--- src/rtl/lane_idle_pkg.sv ---
`timescale 1ns/1ps
package lane_idle_pkg;
  localparam int unsigned DEF_NUM_CH      = 2;
  localparam int unsigned DEF_QUAL_CYCLES = 250;  // 1 us at 250 MHz

  function automatic int unsigned cnt_width(input int unsigned limit);
    return (limit < 2) ? 1 : $clog2(limit + 1);
  endfunction
endpackage

--- src/rtl/sync_2ff.sv ---
`timescale 1ns/1ps
module sync_2ff #(
  parameter int unsigned WIDTH = 1
) (
  input  logic             clk_i,
  input  logic             rst_ni,
  input  logic [WIDTH-1:0] d_i,
  output logic [WIDTH-1:0] q_o
);
  logic [WIDTH-1:0] meta_q, sync_q;

  always_ff @(posedge clk_i or negedge rst_ni) begin
    if (!rst_ni) begin
      meta_q <= '0;
      sync_q <= '0;
    end else begin
      meta_q <= d_i;
      sync_q <= meta_q;
    end
  end

  assign q_o = sync_q;
endmodule

--- src/rtl/lp_qual_timer.sv ---
`timescale 1ns/1ps
module lp_qual_timer
  import lane_idle_pkg::*;
#(
  parameter int unsigned QUAL_CYCLES = DEF_QUAL_CYCLES
) (
  input  logic clk_i,
  input  logic rst_ni,
  input  logic run_i,
  output logic expired_o
);
  localparam int unsigned CW = cnt_width(QUAL_CYCLES);
  localparam logic [CW-1:0] LIMIT = CW'(QUAL_CYCLES);

  logic [CW-1:0] cnt_q;

  always_ff @(posedge clk_i or negedge rst_ni) begin
    if (!rst_ni)             cnt_q <= '0;
    else if (!run_i)         cnt_q <= '0;
    else if (cnt_q != LIMIT) cnt_q <= cnt_q + 1'b1;
  end

  // gated by run_i so exit needs no clock edge
  assign expired_o = run_i && (cnt_q == LIMIT);
endmodule

--- src/rtl/lane_idle_ch.sv ---
`timescale 1ns/1ps
module lane_idle_ch
  import lane_idle_pkg::*;
#(
  parameter int unsigned QUAL_CYCLES = DEF_QUAL_CYCLES
) (
  input  logic clk_i,
  input  logic rst_ni,
  input  logic squelch_i,
  input  logic pwr_save_en_i,
  input  logic active_i,
  output logic tx_idle_o,
  output logic lp_o
);
  logic sq_sync;
  logic qual_run;

  sync_2ff #(.WIDTH(1)) u_sync (
    .clk_i  (clk_i),
    .rst_ni (rst_ni),
    .d_i    (squelch_i),
    .q_o    (sq_sync)
  );

  assign qual_run = sq_sync && pwr_save_en_i && active_i;

  lp_qual_timer #(.QUAL_CYCLES(QUAL_CYCLES)) u_timer (
    .clk_i     (clk_i),
    .rst_ni    (rst_ni),
    .run_i     (qual_run),
    .expired_o (lp_o)
  );

  assign tx_idle_o = sq_sync;
endmodule

--- src/rtl/lane_idle_pwr_ctrl.sv ---
`timescale 1ns/1ps
module lane_idle_pwr_ctrl
  import lane_idle_pkg::*;
#(
  parameter int unsigned NUM_CH      = DEF_NUM_CH,
  parameter int unsigned QUAL_CYCLES = DEF_QUAL_CYCLES
) (
  input  logic              clk_i,
  input  logic              rst_ni,
  input  logic [NUM_CH-1:0] squelch_i,
  input  logic              pwr_save_en_i,
  input  logic [NUM_CH-1:0] ch_active_i,
  output logic [NUM_CH-1:0] tx_idle_o,
  output logic [NUM_CH-1:0] ch_lp_o,
  output logic              all_lp_o
);
  for (genvar g = 0; g < NUM_CH; g++) begin : g_lane
    lane_idle_ch #(.QUAL_CYCLES(QUAL_CYCLES)) u_lane (
      .clk_i         (clk_i),
      .rst_ni        (rst_ni),
      .squelch_i     (squelch_i[g]),
      .pwr_save_en_i (pwr_save_en_i),
      .active_i      (ch_active_i[g]),
      .tx_idle_o     (tx_idle_o[g]),
      .lp_o          (ch_lp_o[g])
    );
  end

  assign all_lp_o = &ch_lp_o;
endmodule

--- config.mk ---
export PLATFORM = sky130hd
export DESIGN_NAME = lane_idle_pwr_ctrl
export DESIGN_NICKNAME = d
export VERILOG_FILES = /design/src/rtl/lane_idle_pkg.sv /design/src/rtl/sync_2ff.sv /design/src/rtl/lp_qual_timer.sv /design/src/rtl/lane_idle_ch.sv /design/src/rtl/lane_idle_pwr_ctrl.sv
export SDC_FILE = /design/constraint.sdc
export NUM_CORES = 1
export LEC_CHECK = 0
export CORE_AREA = 2 2 45 47
export DETAILED_ROUTE_END_ITERATION = 12
export DIE_AREA = 0 0 47 49
export PLACE_DENSITY = 0.78
export SETUP_SLACK_MARGIN = 0.2
export SYNTH_ARGS = -nofsm -noshare
export SYNTH_HDL_FRONTEND = slang
export SYNTH_SLANG_ARGS = --single-unit
--- constraint.sdc ---
create_clock -name clk_i -period 4.25 [get_ports clk_i]
set_input_delay 1.0625 -clock clk_i [delete_from_list [all_inputs] [get_ports clk_i]]
set_output_delay 1.0625 -clock clk_i [all_outputs]
set_load 0.01 [all_outputs]
==> results of run 1 <==
[worst max-delay path, stage by stage]
cell,delay (ns)
clkdlybuf4s50_1,0.52
nand3_1,0.26
nor4_2,0.33
clkdlybuf4s50_1,0.57
[metal layers]
layer,part of all wire (%),GRT usage (%),wire length [um],up-vias
met5,0,0,0,-
met4,0.83,8.333,14,0
met3,1.7,3.333,28,2
met2,55,28.77,921,8
met1,43,21.74,722,362
li1,-,-,-,351
[area by class of cell]
cell class                      count  area share (%)
Clock buffer                        3           2.020
Inverter                            3           1.010
Multi-Input combinational cell     68           39.17
Sequential cell                    20           44.89
Tap cell                           27           3.030
Timing Repair Buffer               11           9.877
[cells in the final DEF, fill, tap and decap left out, types with 3 or more instances in the layout]
cell / instances
a21oi_1: 6
inv_1: 3
xor2_1: 6
nand2_1: 9
ha_1: 4
mux2i_1: 3
o21ai_0: 6
dfrtp_1: 20
clkdlybuf4s50_1: 11
or3_1: 6
clkbuf_4: 3
nor2_1: 6
and3_1: 4
nand3_1: 9
[sequential cells by signal (all words and copies together) (netlist names)]
signal and cells:
g_lane.u_lane.u_sync.meta_q 2, g_lane.u_lane.u_sync.q_o 2, g_lane.u_lane.u_timer.cnt_q 16
[kinds of logic after synthesis]
kind of cell    count (synthesis)  share of synthesized area [%]
simple gates                   42                          24.05
flops                          20                          50.89
compound gates                 13                          6.871
buf+inv                         8                          4.707
xor+xnor                        6                          5.343
fa+ha+maj                       4                          5.089
mux                             3                          3.054
[metrics by stage]
stage / hold WS (ns) / utilization, %
global placement: 0.3337 / 59.31
CTS: 0.3694 / 60.53
global route: 0.3756 / 60.53
detailed placement: 0.3355 / 59.31
floorplan: 0.3312 / -
finish: 0.3623 / 60.53
[worst paths after layout]
check	to	slack, ns	cells past startpoint
max	all_lp_o	0.44	4
min	g_lane[0].u_lane.u_sync.q_o	0.36	0
max reg2reg	g_lane[1].u_lane.u_timer.cnt_q[2]	2.72	4
min reg2reg	g_lane[0].u_lane.u_sync.q_o	0.36	0
max in group asynchronous	g_lane[1].u_lane.u_sync.q_o	2.48	1
min in group asynchronous	g_lane[1].u_lane.u_timer.cnt_q[5]	1.25	1
[power by group through the flow]
stage | clock [mW] | combinational (mW) | sequential [mW]
final | 0.0831 | 0.0172 | 0.195
after CTS | 0.0888 | 0.0178 | 0.195
after global placement | 0 | 0.0174 | 0.199
after floorplan | 0 | 0.00631 | 0.198
after detailed placement | 0 | 0.0177 | 0.199
after global routing | 0.100 | 0.0197 | 0.196
[synthesized netlist by cell type]
| cell | instances |
|---|---|
| or3_1 | 6 |
| a211oi_1 | 1 |
| and4b_1 | 1 |
| dfrtp_1 | 20 |
| and3_1 | 4 |
| buf_4 | 4 |
| nor4_2 | 1 |
| ha_1 | 4 |
| nand4_2 | 1 |
| nand4_1 | 1 |
| mux2i_1 | 3 |
| nand3_1 | 9 |
| nor2b_1 | 1 |
| o21ai_0 | 6 |
| xor2_1 | 6 |
| nand2b_1 | 1 |
| and4_1 | 1 |
| or4b_1 | 1 |
| nand2_1 | 9 |
| nor2_1 | 6 |
| a21oi_1 | 6 |
| inv_1 | 3 |
| buf_2 | 1 |
==> key figures, run 1 <==
Synthesis
  – Top cell type's share of synthesized area: 50.89%
  – Avg Cell Area, Syn: 10.24 um2
  – Warning count from the yosys run: 0
  – Syn Nets: 107
  – Leading area contributor after synthesis: dfrtp_1
  – Post-Syn Area: 983.4 um2
  – #FFs+latches synth: 20
  – Synth Instances: 96
  – Seq/Total Area, Yosys: 50.89%
  – Yosys cell types: 23
  – Synth top area cells: dfrtp_1, xor2_1, ha_1

Floorplanning
  – Initial Util: 53.40%
  – IO Pins: 12
  – DIE HEIGHT: 49 um
  – Die width: 47 um
  – Core area: 0.001842 mm2
  – Die Area: 0.002303 mm2
  – Row cnt: 16

Global route
  – Largest net degree at the start of global routing: 21
  – Vias in the first global route: 724
  – Antenna violations before repair: 0
  – Grt ovf: 0
  – GR Util All Layers: 17.70%
  – Global-route wire length before repair: 2877 um

Routing
  – Vias: 723
  – DR DRC count: 0
  – Routed wire length: 1687 um
  – Initial drt markers: 11
  – Final ANT Viol Nets: 0
  – Vias/cell: 5.477
  – DRT Pass-1 Iters: 4
  – Post-DR wirelength/cell: 12.78 um

STA
  – Final Skew: 0.004713 ns
  – Slew Viols, Final: 0
  – # setup viols final: 0
  – Final min period: 3.807 ns
  – Unrepaired setup endpoints after global routing: false
  – Crit path setup slack, layout: 0.4434 ns
  – Final hold vios: 0
  – Peak Freq: 0.2627 GHz
  – Worst-Margin Slew: 0.8430 ns
  – Fin crit share: 89.57%
  – Total negative slack: 0 ns
  – Worst slew margin: 43.62%

Clocking
  – CTS max path bufs: 2
  – Hold buffers post-CTS: 0
  – Worst-path clk slew: 0.09 ns
  – Postcts setup bufs: 0
  – Clock Root Buffer: clkbuf_4
  – H-Tree Depth: 1
  – CTS tree: yes
  – Worst-skew pair later-pin latency: 0.29 ns
  – Sink Count: 20
  – CTS buffer count: 3
  – Post-CTS sizing: 0

Layout
  – Finished Layout Cells: 132
  – Reg area: 500.5 um2
  – FILL cells: 157
  – Final nets: 118
  – Multi-input logic area: 436.7 um2
  – Layout cells sized above 1: 4.762%
  – Syn-to-layout area delta: 13.36%
  – N_diodes: 0
  – Finished Cell Area: 0.001115 mm2

Run status
  – Status: completed

Power
  – Switching share of power: 20.69%
  – P_leak: 0.4927 nW
  – Seq pwr share: 66.0%
  – Int Power: 234.2 uW
  – Combinational group share of total power: 5.8%
  – Pwr dens: 264.9 mW/mm2
  – Worst vdd ir: 0.1936 mV
  – Clock power share: 28.1%
  – Sw Pwr: 61.11 uW
  – Tot Pwr: 295.3 uW

Place
  – Post-placement cell count: 129
  – DPL Wire Length: 1269 um
  – Cell Area, Placed: 0.001092 mm2
  – Gpl congestion: 0.7868
  – Port Buffers: 11
  – Pre-CTS setup slack: 0.4377 ns

Setup path
  – Worst-path fanout max: 8
  – Arrival time at the worst endpoint: 2.74 ns
  – R2R Path Start: g_lane[1].u_lane.u_timer.cnt_q[0]
  – CP Capture Type: output pin
  – Startpoint Class: primary input
  – Crit path launch: pwr_save_en_i
  – Crit Path Class: in -> out
  – Critical Path RT: 3.19 ns

Worst hold path
  – Min-Delay Path Class: reg -> reg
  – HP Start: g_lane[0].u_lane.u_sync.meta_q

Flow run
  – Total of max-cap violations: 0
No activity file was read; power rests on OpenSTA's default activity.
==> run 2, diff against run 1 <==
Settings changed: CORE_AREA 2 2 45 47 to 2 2 49 51, DIE_AREA 0 0 47 49 to 0 0 51 53, PLACE_DENSITY 0.78 to 0.7.
Clock period 4.25 ns to 3.5 ns, I/O delays scaled along.
==> run 2 against run 1 <==
Compared with the run above:
- die area up 17%
- global-route usage down 3.1 points
- critical path depth up 1
- worst setup slack worse by 0.16 ns
- count of clock-buffer cells in the layout unchanged
- routed wire length down 0.71%
- clock skew down 0.0023 ns
- sequential share of layout area down 0.84 points
- core utilization down 7.6 points
- register-to-register slack worse by 0.76 ns
- critical path type unchanged
- critical endpoint is now ch_lp_o[0]
- highest routed layer unchanged
==> key figures, run 2 (synthesis results as in run 1) <==
Run status
  – Status: completed

Worst hold path
  – Min-Delay Path Class: reg -> reg

Floorplanning
  – Row cnt: 17 (+1)
  – Die Area: 0.002703 mm2 (+17%)
  – Initial Util: 45.78% (-7.6 points)
  – Die width: 51 um (+8.5%)
  – DIE HEIGHT: 53 um (+8.2%)
  – Core area: 0.002148 mm2 (+17%)
  – IO Pins: 12 (unchanged)

STA
  – Final hold vios: 0 (unchanged)
  – Worst slew margin: 39.41% (-4.2 points)
  – Fin crit share: 91.96%
  – # setup viols final: 0 (unchanged)
  – Final Skew: 0.002416 ns (-0.002297 ns)
  – Worst-Margin Slew: 0.9060 ns (+0.06297 ns)
  – WHS: 0.3678 ns (+0.005455 ns)
  – Total negative slack: 0 ns (unchanged)
  – Unrepaired setup endpoints after global routing: false
  – Slew Viols, Final: 0 (unchanged)
  – Final min period: 3.218 ns
  – Peak Freq: 0.3107 GHz

Flow run
  – Total of max-cap violations: 0 (unchanged)

Global route
  – GR Util All Layers: 14.64% (-3.1 points)
  – Vias in the first global route: 716 (-1.1%)
  – Largest net degree at the start of global routing: 21 (unchanged)
  – Grt ovf: 0 (unchanged)
  – Global-route wire length before repair: 2960 um (+2.9%)
  – Antenna violations before repair: 0 (unchanged)

Place
  – Port Buffers: 11 (unchanged)
  – DPL Wire Length: 1237 um (-2.5%)
  – Post-placement cell count: 132 (+2.3%)
  – Cell Area, Placed: 0.001109 mm2 (+1.5%)
  – Gpl congestion: 0.7335 (-6.8%)

Routing
  – Final ANT Viol Nets: 0 (unchanged)
  – DR DRC count: 0 (unchanged)
  – DRT Pass-1 Iters: 4 (unchanged)
  – Initial drt markers: 10 (-1)
  – Routed wire length: 1675 um (-0.71%)
  – Vias/cell: 5.267 (-3.8%)
  – Post-DR wirelength/cell: 12.41 um (-2.9%)
  – Vias: 711 (-1.7%)

Clocking
  – CTS buffer count: 3 (unchanged)
  – H-Tree Depth: 1 (unchanged)
  – CTS max path bufs: 2 (unchanged)
  – Sink Count: 20 (unchanged)
  – Worst-path clk slew: 0.11 ns (+0.02 ns)
  – Postcts setup bufs: 0 (unchanged)
  – CTS tree: yes
  – Worst-skew pair later-pin latency: 0.29 ns (about the same)
  – Clock Root Buffer: clkbuf_4

Layout
  – Layout cells sized above 1: 6.542% (+1.8 points)
  – Finished Cell Area: 0.001136 mm2 (+1.9%)
  – Max reg flops: 16 (unchanged)
  – N_diodes: 0 (unchanged)
  – Final nets: 120 (+1.7%)
  – Syn-to-layout area delta: 15.52%
  – Finished Layout Cells: 135 (+2.3%)
  – Top reg by flops: g_lane.u_lane.u_timer.cnt_q
  – Most frequent cells in the layout: dfrtp_1, nand3_1, nand2_1, clkdlybuf4s50_1
  – Commonest non-fill, non-tap cell in the layout: dfrtp_1
  – FILL cells: 192 (+22%)

Power
  – Worst vdd ir: 0.1940 mV (+0.21%)
  – Pwr dens: 322.2 mW/mm2 (+22%)
  – P_leak: 0.5388 nW (+9.4%)

Setup path
  – Arrival time at the worst endpoint: 2.34 ns (-0.40 ns)
  – Critical Path RT: 2.62 ns (-0.57 ns)
  – Crit Path Class: in -> out
  – Worst-path fanout max: 7 (-1)
  – CP Capture Type: output pin
  – Startpoint Class: primary input
==> run 2: changes by cell type in the layout (fill, tap and decap cells not counted), sizes merged <==
cell           previous run  this run
clkdlybuf4s50            11         9
dlymetal6s2s              0         2
buf                       0         2
==> run 2: report_power, final <==
part,internal [mW],switching [mW]
Combinational,0.0111,0.0114
Sequential,0.234,0.00232
Clock,0.0400,0.0668
==> run 2: area by class of cell <==
class                      instances  area, um2  share of cell area, %
multi-input combinational         68      436.7                  38.44
inverter                           3      11.26                 0.9912
clock buffer                       3      22.52                  1.982
tap                               28      35.03                  3.084
timing repair buffer              13      130.1                  11.45
sequential                        20      500.5                  44.05
==> run 2: path summary, 6_finish.rpt <==
check,startpoint,end,slack [ns],depth (start not counted)
max,pwr_save_en_i,ch_lp_o[0],0.28,5
min,g_lane[1].u_lane.u_sync.meta_q,g_lane[1].u_lane.u_sync.q_o,0.37,0
max reg2reg,g_lane[1].u_lane.u_timer.cnt_q[0],g_lane[1].u_lane.u_timer.cnt_q[2],1.96,4
min reg2reg,g_lane[1].u_lane.u_sync.meta_q,g_lane[1].u_lane.u_sync.q_o,0.37,0
max in group asynchronous,rst_ni,g_lane[0].u_lane.u_timer.cnt_q[5],1.87,1
min in group asynchronous,rst_ni,g_lane[1].u_lane.u_timer.cnt_q[4],1.08,1
==> run 2: critical path, cell delays in order <==
cell	delay, ns
clkdlybuf4s50_1	0.51
nand3_1	0.13
buf_4	0.19
nor2_1	0.10
clkdlybuf4s50_1	0.54
==> run 2: routing by layer <==
| metal | GRT usage (%) | wire, um |
|---|---|---|
| met1 | 19.53 | 827 |
| met2 | 23.38 | 757 |
| met3 | 2.260 | 77 |
| met4 | 6.757 | 12 |
| met5 | 0 | 0 |
==> run 2: what timing repair did <==
action	in CTS	in global routing
hold buffers	0	0
setup endpoints to repair	0	2
gates resized for setup	0	2
==> run 2: per-stage QoR <==
stage	utilization (%)	setup slack [ns]	total power, mW
3_5_place_dp	51.60	0.2306	0.2643
5_1_grt	52.88	0.2159	0.3793
6_report	52.88	0.2815	0.3661
2_1_floorplan	-	1.155	0.2484
3_3_place_gp	51.60	0.3061	0.2637
4_1_cts	52.65	0.2377	0.3731
==> run 3, diff against run 2 <==
Settings changed: CAP_MARGIN set to 0.
==> results of run 3 <==
No change in the layout: final DEF, timing and power equal those of run 2.
